[src/rtl/spiq_pkg.sv]
// Package: shared types and host address map for the queued SPI master.
// Assumes a 6-bit host address: [5:4] area, [3:0] slot or register offset.
package spiq_pkg;

    typedef enum logic [2:0] {
        SQ_IDLE,
        SQ_LOAD,
        SQ_RUN,
        SQ_WB,
        SQ_GAP
    } seq_state_e;

    localparam logic [1:0] AREA_CMD = 2'd0;
    localparam logic [1:0] AREA_TX  = 2'd1;
    localparam logic [1:0] AREA_RX  = 2'd2;
    localparam logic [1:0] AREA_REG = 2'd3;

    localparam logic [3:0] REG_QPTR = 4'd0;
    localparam logic [3:0] REG_DIV  = 4'd1;
    localparam logic [3:0] REG_CTRL = 4'd2;
    localparam logic [3:0] REG_STAT = 4'd3;

    localparam int unsigned CMD_CONT_BIT = 7;
    localparam int unsigned CMD_LEN_BIT  = 6;

endpackage

[src/rtl/spiq_ram.sv]
// Module: per-slot storage holding command bytes, transmit words and receive words.
// The host writes command and transmit slots; only the engine writes receive slots.
// The engine-side read is combinational and indexed by the active slot.
module spiq_ram #(
    parameter int unsigned DEPTH  = 16,
    parameter int unsigned WORD_W = 16,
    localparam int unsigned IDX_W = $clog2(DEPTH)
) (
    input  logic              clk,
    input  logic              rst_n,
    input  logic              cmd_we,
    input  logic              tx_we,
    input  logic [IDX_W-1:0]  host_idx,
    input  logic [WORD_W-1:0] host_wdata,
    input  logic [IDX_W-1:0]  host_rd_idx,
    output logic [7:0]        host_cmd,
    output logic [WORD_W-1:0] host_tx,
    output logic [WORD_W-1:0] host_rx,
    input  logic [IDX_W-1:0]  eng_idx,
    output logic [3:0]        eng_pcs,
    output logic              eng_cont,
    output logic              eng_len_full,
    output logic [WORD_W-1:0] eng_tx,
    input  logic              rx_we,
    input  logic [WORD_W-1:0] rx_wdata
);
    import spiq_pkg::*;

    logic [7:0]        cmd_mem [DEPTH];
    logic [WORD_W-1:0] tx_mem  [DEPTH];
    logic [WORD_W-1:0] rx_mem  [DEPTH];

    // Store host command/transmit writes and engine receive write-backs.
    always_ff @(posedge clk) begin
        if (!rst_n) begin
            for (int i = 0; i < DEPTH; i++) begin
                cmd_mem[i] <= '0;
                tx_mem[i]  <= '0;
                rx_mem[i]  <= '0;
            end
        end else begin
            if (cmd_we) cmd_mem[host_idx] <= host_wdata[7:0];
            if (tx_we)  tx_mem[host_idx]  <= host_wdata;
            if (rx_we)  rx_mem[eng_idx]   <= rx_wdata;
        end
    end

    // Provide combinational host and engine read views.
    always_comb begin
        host_cmd     = cmd_mem[host_rd_idx];
        host_tx      = tx_mem[host_rd_idx];
        host_rx      = rx_mem[host_rd_idx];
        eng_pcs      = cmd_mem[eng_idx][3:0];
        eng_cont     = cmd_mem[eng_idx][CMD_CONT_BIT];
        eng_len_full = cmd_mem[eng_idx][CMD_LEN_BIT];
        eng_tx       = tx_mem[eng_idx];
    end
endmodule

[src/rtl/spiq_shifter.sv]
// Module: mode-0 serial engine. SCK idles low and MOSI is MSB first.
// MOSI moves on the falling edge and MISO is sampled on the rising edge.
// Each SCK half period lasts max(div,1) clocks. A short transfer is WORD_W/2 bits.
// Assumes start arrives only while idle; abort wins over everything.
module spiq_shifter #(
    parameter int unsigned WORD_W = 16,
    parameter int unsigned DIV_W  = 8,
    localparam int unsigned HALF  = WORD_W / 2,
    localparam int unsigned CNT_W = $clog2(WORD_W) + 1
) (
    input  logic              clk,
    input  logic              rst_n,
    input  logic              start,
    input  logic              abort,
    input  logic              len_full,
    input  logic [WORD_W-1:0] tx_word,
    input  logic [DIV_W-1:0]  div,
    input  logic              miso,
    output logic              sck,
    output logic              mosi,
    output logic              xfer_done,
    output logic [WORD_W-1:0] rx_word
);
    logic [WORD_W-1:0] sh_tx;
    logic [WORD_W-1:0] sh_rx;
    logic [CNT_W-1:0]  bits_left;
    logic [DIV_W-1:0]  hcnt;
    logic [DIV_W-1:0]  lim;
    logic              sck_q;
    logic              busy_q;
    logic              half_end;

    // Derive the half-period limit; zero behaves as one.
    always_comb begin
        lim      = (div == '0) ? DIV_W'(1) : div;
        half_end = busy_q && (hcnt == lim - DIV_W'(1));
    end

    // Run the bit timing, shifting and sampling.
    always_ff @(posedge clk) begin
        if (!rst_n) begin
            sh_tx     <= '0;
            sh_rx     <= '0;
            bits_left <= '0;
            hcnt      <= '0;
            sck_q     <= 1'b0;
            busy_q    <= 1'b0;
        end else if (abort) begin
            busy_q <= 1'b0;
            sck_q  <= 1'b0;
            hcnt   <= '0;
        end else if (start) begin
            busy_q    <= 1'b1;
            sck_q     <= 1'b0;
            hcnt      <= '0;
            sh_rx     <= '0;
            sh_tx     <= len_full ? tx_word : {tx_word[HALF-1:0], {HALF{1'b0}}};
            bits_left <= len_full ? CNT_W'(WORD_W) : CNT_W'(HALF);
        end else if (busy_q) begin
            if (half_end) begin
                hcnt <= '0;
                if (!sck_q) begin
                    sck_q     <= 1'b1;
                    sh_rx     <= {sh_rx[WORD_W-2:0], miso};
                    bits_left <= bits_left - CNT_W'(1);
                end else begin
                    sck_q <= 1'b0;
                    if (bits_left == '0) busy_q <= 1'b0;
                    else                 sh_tx  <= {sh_tx[WORD_W-2:0], 1'b0};
                end
            end else begin
                hcnt <= hcnt + DIV_W'(1);
            end
        end
    end

    // Pulse completion after the last falling edge.
    always_ff @(posedge clk) begin
        if (!rst_n) xfer_done <= 1'b0;
        else        xfer_done <= !abort && half_end && sck_q && (bits_left == '0);
    end

    assign sck     = sck_q;
    assign mosi    = sh_tx[WORD_W-1];
    assign rx_word = sh_rx;
endmodule

[src/rtl/spiq_sequencer.sv]
// Module: walks the slots from the latched first pointer to the end pointer.
// For each slot it launches a transfer, writes the result back and drives the chip selects.
// Assumes the engine read of slot data is combinational at index idx.
module spiq_sequencer #(
    parameter int unsigned IDX_W = 4,
    parameter int unsigned DIV_W = 8
) (
    input  logic             clk,
    input  logic             rst_n,
    input  logic             go,
    input  logic             abort,
    input  logic [IDX_W-1:0] new_qp,
    input  logic [IDX_W-1:0] end_qp,
    input  logic [DIV_W-1:0] div,
    input  logic [3:0]       cmd_pcs,
    input  logic             cmd_cont,
    input  logic             xfer_done,
    output logic [IDX_W-1:0] eng_idx,
    output logic             xfer_start,
    output logic             rx_we,
    output logic [IDX_W-1:0] cpt_qp,
    output logic [3:0]       pcs,
    output logic             busy,
    output logic             queue_done
);
    import spiq_pkg::*;

    seq_state_e       state;
    logic [IDX_W-1:0] idx;
    logic [IDX_W-1:0] end_q;
    logic             cont_q;
    logic [DIV_W-1:0] gap_cnt;
    logic [DIV_W-1:0] lim;
    logic             last_slot;

    // Decode per-state strobes.
    always_comb begin
        lim        = (div == '0) ? DIV_W'(1) : div;
        last_slot  = (idx == end_q);
        xfer_start = (state == SQ_LOAD) && !abort;
        rx_we      = (state == SQ_WB) && !abort;
        queue_done = rx_we && last_slot;
        busy       = (state != SQ_IDLE);
        eng_idx    = idx;
    end

    // Advance the slot walk and drive the chip selects.
    always_ff @(posedge clk) begin
        if (!rst_n) begin
            state   <= SQ_IDLE;
            idx     <= '0;
            end_q   <= '0;
            cont_q  <= 1'b0;
            gap_cnt <= '0;
            cpt_qp  <= '0;
            pcs     <= 4'hF;
        end else if (abort) begin
            state <= SQ_IDLE;
            pcs   <= 4'hF;
        end else begin
            unique case (state)
                SQ_IDLE: if (go) begin
                    idx   <= new_qp;
                    end_q <= end_qp;
                    state <= SQ_LOAD;
                end
                SQ_LOAD: begin
                    pcs    <= cmd_pcs;
                    cont_q <= cmd_cont;
                    state  <= SQ_RUN;
                end
                SQ_RUN: if (xfer_done) state <= SQ_WB;
                SQ_WB: begin
                    cpt_qp <= idx;
                    if (last_slot) begin
                        pcs   <= 4'hF;
                        state <= SQ_IDLE;
                    end else begin
                        idx <= idx + IDX_W'(1);
                        if (cont_q) begin
                            state <= SQ_LOAD;
                        end else begin
                            pcs     <= 4'hF;
                            gap_cnt <= '0;
                            state   <= SQ_GAP;
                        end
                    end
                end
                SQ_GAP: begin
                    if (gap_cnt == lim - DIV_W'(1)) state <= SQ_LOAD;
                    else gap_cnt <= gap_cnt + DIV_W'(1);
                end
                default: state <= SQ_IDLE;
            endcase
        end
    end
endmodule

[src/rtl/spi_queue_master.sv]
// Module: top of the queued SPI master. It holds the host registers and address decode,
// plus the done/fault flags.
// Assumes ss_n and miso are already synchronous to clk. DEPTH must be at most 16.
module spi_queue_master #(
    parameter int unsigned DEPTH  = 16,
    parameter int unsigned WORD_W = 16,
    parameter int unsigned DIV_W  = 8,
    localparam int unsigned IDX_W = $clog2(DEPTH)
) (
    input  logic        clk,
    input  logic        rst_n,
    input  logic        host_we,
    input  logic [5:0]  host_addr,
    input  logic [15:0] host_wdata,
    input  logic [5:0]  host_rd_addr,
    output logic [15:0] host_rdata,
    output logic        sck,
    output logic        mosi,
    input  logic        miso,
    output logic [3:0]  pcs,
    input  logic        ss_n,
    output logic        irq
);
    import spiq_pkg::*;

    logic [IDX_W-1:0]  new_qp, end_qp, cpt_qp, eng_idx;
    logic [DIV_W-1:0]  div_q;
    logic              irq_en_q, done_f, fault_f;
    logic              wr_reg, go, abort;
    logic              cmd_we, tx_we, rx_we;
    logic [7:0]        host_cmd;
    logic [WORD_W-1:0] host_tx, host_rx, eng_tx, rx_word;
    logic [3:0]        eng_pcs;
    logic              eng_cont, eng_len_full;
    logic              xfer_start, xfer_done, seq_busy, queue_done;

    // Decode host writes into areas and strobes.
    always_comb begin
        wr_reg = host_we && (host_addr[5:4] == AREA_REG);
        cmd_we = host_we && (host_addr[5:4] == AREA_CMD);
        tx_we  = host_we && (host_addr[5:4] == AREA_TX);
        go     = wr_reg && (host_addr[3:0] == REG_CTRL) && host_wdata[0];
        abort  = !ss_n;
    end

    // Hold the pointer, divider and interrupt-enable registers.
    always_ff @(posedge clk) begin
        if (!rst_n) begin
            new_qp   <= '0;
            end_qp   <= '0;
            div_q    <= '0;
            irq_en_q <= 1'b0;
        end else if (wr_reg) begin
            if (host_addr[3:0] == REG_QPTR) begin
                new_qp <= host_wdata[0 +: IDX_W];
                end_qp <= host_wdata[4 +: IDX_W];
            end
            if (host_addr[3:0] == REG_DIV)  div_q    <= host_wdata[DIV_W-1:0];
            if (host_addr[3:0] == REG_CTRL) irq_en_q <= host_wdata[1];
        end
    end

    // Set or clear the completion and mode-fault flags; set wins.
    always_ff @(posedge clk) begin
        if (!rst_n) begin
            done_f  <= 1'b0;
            fault_f <= 1'b0;
        end else begin
            if (queue_done) done_f <= 1'b1;
            else if (wr_reg && host_addr[3:0] == REG_STAT && host_wdata[0]) done_f <= 1'b0;
            if (abort) fault_f <= 1'b1;
            else if (wr_reg && host_addr[3:0] == REG_STAT && host_wdata[1]) fault_f <= 1'b0;
        end
    end

    // Mux the host read data.
    always_comb begin
        host_rdata = '0;
        unique case (host_rd_addr[5:4])
            AREA_CMD: host_rdata[7:0] = host_cmd;
            AREA_TX:  host_rdata[WORD_W-1:0] = host_tx;
            AREA_RX:  host_rdata[WORD_W-1:0] = host_rx;
            default: begin
                unique case (host_rd_addr[3:0])
                    REG_QPTR: begin
                        host_rdata[0 +: IDX_W] = new_qp;
                        host_rdata[4 +: IDX_W] = end_qp;
                    end
                    REG_DIV:  host_rdata[DIV_W-1:0] = div_q;
                    REG_CTRL: host_rdata[1] = irq_en_q;
                    REG_STAT: begin
                        host_rdata[0] = done_f;
                        host_rdata[1] = fault_f;
                        host_rdata[2] = seq_busy;
                        host_rdata[4 +: IDX_W] = cpt_qp;
                    end
                    default: host_rdata = '0;
                endcase
            end
        endcase
    end

    assign irq = done_f && irq_en_q;

    spiq_ram #(.DEPTH(DEPTH), .WORD_W(WORD_W)) u_ram (
        .clk(clk), .rst_n(rst_n),
        .cmd_we(cmd_we), .tx_we(tx_we),
        .host_idx(host_addr[IDX_W-1:0]), .host_wdata(host_wdata[WORD_W-1:0]),
        .host_rd_idx(host_rd_addr[IDX_W-1:0]),
        .host_cmd(host_cmd), .host_tx(host_tx), .host_rx(host_rx),
        .eng_idx(eng_idx), .eng_pcs(eng_pcs), .eng_cont(eng_cont),
        .eng_len_full(eng_len_full), .eng_tx(eng_tx),
        .rx_we(rx_we), .rx_wdata(rx_word)
    );

    spiq_shifter #(.WORD_W(WORD_W), .DIV_W(DIV_W)) u_shifter (
        .clk(clk), .rst_n(rst_n),
        .start(xfer_start), .abort(abort), .len_full(eng_len_full),
        .tx_word(eng_tx), .div(div_q), .miso(miso),
        .sck(sck), .mosi(mosi), .xfer_done(xfer_done), .rx_word(rx_word)
    );

    spiq_sequencer #(.IDX_W(IDX_W), .DIV_W(DIV_W)) u_seq (
        .clk(clk), .rst_n(rst_n),
        .go(go), .abort(abort), .new_qp(new_qp), .end_qp(end_qp), .div(div_q),
        .cmd_pcs(eng_pcs), .cmd_cont(eng_cont), .xfer_done(xfer_done),
        .eng_idx(eng_idx), .xfer_start(xfer_start), .rx_we(rx_we),
        .cpt_qp(cpt_qp), .pcs(pcs), .busy(seq_busy), .queue_done(queue_done)
    );
endmodule

[config.mk]
export PLATFORM = sky130hd
export DESIGN_NAME = spi_queue_master
export DESIGN_NICKNAME = d
export VERILOG_FILES = /design/src/rtl/spiq_pkg.sv /design/src/rtl/spiq_ram.sv /design/src/rtl/spiq_shifter.sv /design/src/rtl/spiq_sequencer.sv /design/src/rtl/spi_queue_master.sv
export SDC_FILE = /design/constraint.sdc
export NUM_CORES = 1
export LEC_CHECK = 0
export ABC_CLOCK_PERIOD_IN_PS = 2900
export BUFFER_PORTS_ARGS = -buffer_cell sky130_fd_sc_hd__clkbuf_2
export CORE_MARGIN = 2
export CORE_UTILIZATION = 40
export DETAILED_ROUTE_END_ITERATION = 8
export PLACE_DENSITY = 0.67
export SYNTH_ARGS = -nofsm -noshare
export SYNTH_HDL_FRONTEND = slang
export SYNTH_SLANG_ARGS = --single-unit
[constraint.sdc]
create_clock -name clk -period 2.9 [get_ports clk]
set_input_delay 0 -clock clk [delete_from_list [all_inputs] [get_ports clk]]
set_output_delay 0 -clock clk [all_outputs]
set_load 0.02 [all_outputs]
# [Word-level counts from Yosys, hierarchy flattened]
# Memory sizes are Yosys's and may differ from the RTL's. A register that Yosys moved wholly into a read port is not among the register bits.
# Cells that the tools add are included.
[op_classes] n_eq_ne=27 n_addsub=5 n_mux=73 bitwise=2 reduce_logical=49
[op_table] operator="2-to-1 mux 16 bit" count=12
[op_table] operator="2-to-1 mux 8 bit" count=6
[op_table] operator="2-to-1 mux 4 bit" count=11
[op_table] operator="case mux 8 bit (2 select lines)" count=2
[op_table] operator="OR reduction 16 bit" count=2
[op_table] operator="2-to-1 mux 5 bit" count=5
[op_table] operator="case mux 8 bit (3 select lines)" count=1
[op_table] operator="2-to-1 mux 1 bit" count=23
[op_table] operator="adder 8 x 1 -> 8 bit (second input constant)" count=2
[op_table] operator="equality test 4 x 2 -> 1 bit (second input constant)" count=4
[op_table] operator="equality test 8 bit" count=2
[op_table] operator="logical AND 1 bit" count=16
[op_table] operator="case mux 4 bit (2 select lines)" count=2
[op_table] operator="AND reduction 2 bit" count=8
[op_table] operator="2-to-1 mux 3 bit" count=5
[op_table] operator="case mux 3 bit (5 select lines)" count=1
[op_table] operator="nonzero test 2 bit" count=7
[op_table] operator="case mux 4 bit (3 select lines)" count=1
[op_table] operator="!= test 2 bit (second input constant)" count=5
[op_table] operator="AND reduction 5 bit" count=2
[op_table] operator="equality test 4 x 1 -> 1 bit (second input constant)" count=2
[op_table] operator="logical NOT 4 bit" count=2
[op_table] operator="logical NOT 8 bit" count=1
[op_table] operator="!= test 2 x 1 -> 1 bit (second input constant)" count=4
[op_table] operator="22 further kinds" count=30
[totals] out_inout_bits=23 memories=3 input_bits=33 elab_cells=179 reg_bits=95 ramBits=640
[mem_list] name="u_ram.rx_mem" words=16 word_bits=16 rd=1 rd_clocked_by_memory_dff=0 wr=16 line_no="spiq_ram.sv:31" source="logic [WORD_W-1:0] rx_mem [DEPTH];"
[mem_list] name="u_ram.tx_mem" words=16 word_bits=16 rd=2 rd_clocked_by_memory_dff=1 wr=16 line_no="spiq_ram.sv:30" source="logic [WORD_W-1:0] tx_mem [DEPTH];"
[mem_list] name="u_ram.cmd_mem" words=16 word_bits=8 rd=2 rd_clocked_by_memory_dff=1 wr=16 line_no="spiq_ram.sv:29" source="logic [7:0] cmd_mem [DEPTH];"

# [Logic depth before layout (Yosys ltp)]
[logic_depth] depth_word=8 mapped_depth=14 mapped_depth_nobuf=10

# [Hierarchy]
# From an unflattened synthesis, not the netlist that was laid out.
[hier_totals] cells_unflattened=2658 area_unflattened_um2=36998.0
[modules_own_cells] module="spiq_ram" instances=1 area_each_um2=31485.2 cells_per_inst=2011
[modules_own_cells] module="spiq_shifter" instances=1 area_each_um2=2461.1 cells_per_inst=272
[modules_own_cells] module="spiq_sequencer" instances=1 area_each_um2=1659.1 cells_per_inst=204
[modules_own_cells] module="spi_queue_master" instances=1 area_each_um2=1392.6 cells_per_inst=171

# [Worst setup path before layout]
# OpenSTA, ideal clock, no wires.
[synth_path] kind="register to register" start="register div_q[4]" end="register u_shifter.sh_tx[13]" t_required_ns=2.814 path_stages_with_launch=13 setup_ns=0.086 path_slack_ns=-0.251 synth_period_minus_slack_ns=3.151 t_arrival_ns=3.065 n_path_buf=3 cell_sequence="dfxtp_1 -> clkbuf_1 -> nor3_1 -> a31oi_1 -> ha_1 -> clkbuf_1 -> nor2b_1 -> o311ai_0 -> nand4_2 -> nor3_4 -> buf_6 -> mux2_2 -> a211oi_1"
[synth_via] elab_chain_cells=7
[synth_lines] item="start, declared" line_no="spi_queue_master.sv:27" source="logic [DIV_W-1:0] div_q;"
[synth_lines] item="start signal, assigned" line_no="spi_queue_master.sv:58" source="if (host_addr[3:0] == REG_DIV) div_q <= host_wdata[DIV_W-1:0];"
[synth_lines] item="logical NOT 8 bit" line_no="spiq_shifter.sv:35" source="lim = (div == '0) ? DIV_W'(1) : div;"
[synth_lines] item="2-to-1 mux 8 bit *" line_no="spiq_shifter.sv:35"
[synth_lines] item="subtractor 8 x 1 -> 8 bit *" line_no="spiq_shifter.sv:36" source="half_end = busy_q && (hcnt == lim - DIV_W'(1));"
[synth_lines] item="equality test 8 bit *" line_no="spiq_shifter.sv:36"
[synth_lines] item="logical AND 1 bit *" line_no="spiq_shifter.sv:36"
[synth_lines] item="nonzero test 2 bit (no source line) *"
[synth_lines] item="AND reduction 5 bit (no source line) *"
[synth_lines] item="end signal, assigned" line_no="spiq_shifter.sv:57" source="sh_tx <= len_full ? tx_word : {tx_word[HALF-1:0], {HALF{1'b0}}};"
[synth_lines] item="end signal, assigned" line_no="spiq_shifter.sv:69" source="else sh_tx <= {sh_tx[WORD_W-2:0], 1'b0};"
[synth_lines] item="end, declared" line_no="spiq_shifter.sv:24" source="logic [WORD_W-1:0] sh_tx;"
# Every way passes the cells marked *; elsewhere a longest branch is shown, timed or not.
# A chain may end at the register's enable or synchronous reset.

==> reports/qor.yml <==
final_layout:
  drive_gt1_frac: 0.2777
  nets: 2696
  final_core_util: 0.4659
  syn2layout_area_growth_pct: 15.72
  stdcell_count: 3900
synthesis:
  async_reset_ff_frac: 0
  synth_top_family_by_area: "multiplexers"
  synthFlopType: "edfxtp_1"
  synth_top_area_frac: 0.5215
  synth_commonest_cells: "640 x edfxtp_1, 551 x and2_1, 311 x mux4_2"
  synth.area.top_cells: "edfxtp_1 52%, mux4_2 19%, and2_1 9.4%"
  yosysWarnings: 0
  synth_area_per_cell_um2: 14.62
  synthSimpleGateAreaFrac: 0.1513
  synth_edf_count: 640
  synthCells: 2521
  synth_nets: 2567
  ys_ff_latch: 739
  yosys.cell_count.top_type: "edfxtp_1"
  ys_seq_area_frac: 0.5753
  syn_area_um2: 36850
  synth_xor_area_frac: 0.005636
  synth_cell_types: 74
  synth-compound-area-share: 0.03249
  synth_fa_ha_area_frac: 0.004414
  post-synth-top-area-cell: "edfxtp_1"
  synth_mux_area_frac: 0.2050
critical_path:
  cp.required_ns: 2.90
  path_max_fanout: 1
  endpoint_kind: "primary output"
  crit_type: "reg -> out"
  cp.arrival_ns: 3.20
  worst_setup_path_start_kind: "flip-flop"
floorplanning:
  pin_count: 56
  dieArea_um2: 94570
  die_y_um: 307.5
  die_w_um: 307.5
  core-area_um2: 91520
  start_util: 0.4026
  rows: 111
route:
  wl_mm: 106.7
  drt_iter0_drc: 2959
  firstDrtPassIters: 5
  ant_nets: 0
  drc: 0
  vias: 23359
  wl_per_cell_um: 27.37
  vias_per_cell: 5.989
clock_network:
  htreeDepth: 3
  path_clk_slew_ns: 0.06
  clk_path_buf_depth: 3
  numCtsBuffers: 78
  clk_latency_ns: 0.66
  cts_tree: "yes"
  cts_num_sinks: 739
  clock_tree.root_cell: "clkbuf_16"
placement:
  io_buffers: 55
  dp_cells: 3729
  place_congestion: 0.8802
  hpwl_mm: 72.11
  dp_slack_ns: 0.0007718
timing:
  hold_violations: 0
  max_clock_freq_mhz: 312.2
  fin_skew_ns: 0.04261
  setup_violations: 7
  min_period_over_period: 1.104
  worst_slack_ns: -0.3028
  period_minus_slack_ns: 3.203
  rsz0062_at_grt: "true"
  worst_pin_slew_ns: 0.9473
  slew_headroom: 0.3685
  whs_ns: 0.06072
  slew_violations: 0
power_and_ir_drop:
  pwr-share-comb: 0.081
  p_sw_mw: 5.627
  fin_total_pwr_mw: 24.54
  p_per_area_nw_per_um2: 575.4
  p_sw_frac: 0.2293
  p_leak_nw: 14.83
  clkPwrFrac: 0.422
  peakVddDrop_v: 0.0004263
  cell_internal_pwr_mw: 18.91
  seqPwrFrac: 0.497
run_status:
  outcome: "finished, violations left"
  violations: "negative setup slack"
global_routing:
  grt_max_degree: 59
  grt_use_total: 0.2264
  grt_pass1_wl_mm: 158.3
  grt_pass1_vias: 23673
  overflow: 0
  antenna_found_initial: 7
run:
  maxCapViolations: 0
hold_path:
  hold_path.class: "in -> reg"
-- path summary, 6_finish.rpt --
path	start	endpoint	slack (ns)	cells past startpoint
max	u_ram.cmd_mem[0][5]	host_rdata[5]	-0.30	5
min reg2reg	u_seq.cpt_qp[2]	u_seq.cpt_qp[2]	0.47	2
min	host_addr[0]	irq_en_q	0.06	5
max reg2reg	div_q[5]	u_shifter.sh_tx[9]	0.08	12
-- timing repair --
| action | in CTS | in global routing |
|---|---|---|
| hold buffers | 13 | 0 |
| buffers inserted | 0 | 9 |
| hold endpoints to repair | 143 | 0 |
| pin swaps | 9 | 22 |
| setup endpoints to repair | 9 | 47 |
| resized for setup | 6 | 35 |
| gates cloned | 0 | 5 |
-- cells in the final DEF (no fill, tap or decap), types with 8 or more instances in the layout --
| cell | Yosys | final |
|---|---|---|
| nor2b_1 | 22 | 22 |
| o21ai_1 | 1 | 14 |
| nand3_1 | 21 | 21 |
| nand2b_1 | 14 | 14 |
| nor3_2 | 1 | 8 |
| clkinv_1 | 1 | 17 |
| buf_12 | 0 | 19 |
| nor2_1 | 118 | 116 |
| mux2i_1 | 46 | 46 |
| clkbuf_16 | 0 | 86 |
| ha_1 | 13 | 12 |
| inv_1 | 15 | 15 |
| clkbuf_2 | 0 | 47 |
| and2_1 | 551 | 550 |
| clkbuf_1 | 183 | 17 |
| o21ai_0 | 60 | 31 |
| xnor2_1 | 15 | 15 |
| or3_1 | 9 | 9 |
| dfxtp_1 | 99 | 96 |
| and3_1 | 100 | 100 |
| o21ai_2 | 1 | 17 |
| edfxtp_1 | 640 | 640 |
| nor3_1 | 30 | 21 |
| bufinv_16 | 0 | 8 |
| a21oi_1 | 32 | 32 |
| mux4_2 | 311 | 311 |
| nand2_1 | 57 | 57 |
| dlygate4sd3_1 | 0 | 13 |
| buf_4 | 1 | 179 |
| nand4_1 | 10 | 10 |
| a22oi_1 | 8 | 8 |
-- through the flow --
step | cell area, µm² | TNS (ns)
2_1_floorplan | 36860 | -11.60
3_3_place_gp | 39500 | 0
3_5_place_dp | 39500 | 0
4_1_cts | 42300 | -1.652
5_1_grt | 42640 | -2.048
6_report | 42640 | -1.465
-- worst max-delay path: stages, from the launching register on --
cell      delay (ns)
edfxtp_1        0.37
mux4_2          0.54
mux4_2          0.55
a222oi_1        0.70
o22ai_2         0.22
buf_6           0.20
-- state kept, by name, summed over array words and instances, names as in the netlist, 3 cells and up, named ones only --
signal               flops
end_qp                   4
div_q                    8
u_shifter.sh_tx         16
new_qp                   4
u_seq.end_q              4
u_seq.pcs                4
u_seq.gap_cnt            8
u_shifter.hcnt           8
u_ram.cmd_mem          128
u_ram.tx_mem           256
u_seq.eng_idx            4
u_shifter.rx_word       16
u_seq.cpt_qp             4
u_seq.state              3
u_ram.rx_mem           256
u_shifter.bits_left      5
-- power by group through the flow --
stage          registers [mW]  clock network, mW  logic (mW)
3_3_place_gp             12.4                  0        1.92
4_1_cts                  12.2               10.5        1.97
6_report                 12.2               10.3        2.00
5_1_grt                  12.2               10.9        2.07
3_5_place_dp             12.4                  0        1.94
2_1_floorplan            12.3                  0        1.13
-- cell families after synthesis --
group                    after synthesis
multiplexers                         365
XOR/XNOR                              22
buffers and inverters                239
AND/OR/NAND/NOR                      963
adder cells (fa/ha/maj)               13
flip-flops                           739
AO/OA/AOI/OAI                        180
-- cell type report --
| class | count | area [µm²] |
|---|---|---|
| flip-flops and latches | 739 | 21210 |
| well taps | 1186 | 1484 |
| clock inverters | 37 | 449.2 |
| fillers | 7745 | 48880 |
| diodes | 2 | 5.005 |
| inverters | 16 | 60.06 |
| clock buffers | 105 | 2198 |
| multi-input cells | 1544 | 14950 |
| repair buffers | 271 | 2288 |
-- routing by layer --
layer	track usage	wire, µm	up-vias
met5	0	44	-
met4	0.09336	4673	8
li1	-	-	9879
met3	0.04487	9606	248
met2	0.3655	50970	1192
met1	0.3005	41440	12032
Power figures use the tool's default switching activity.
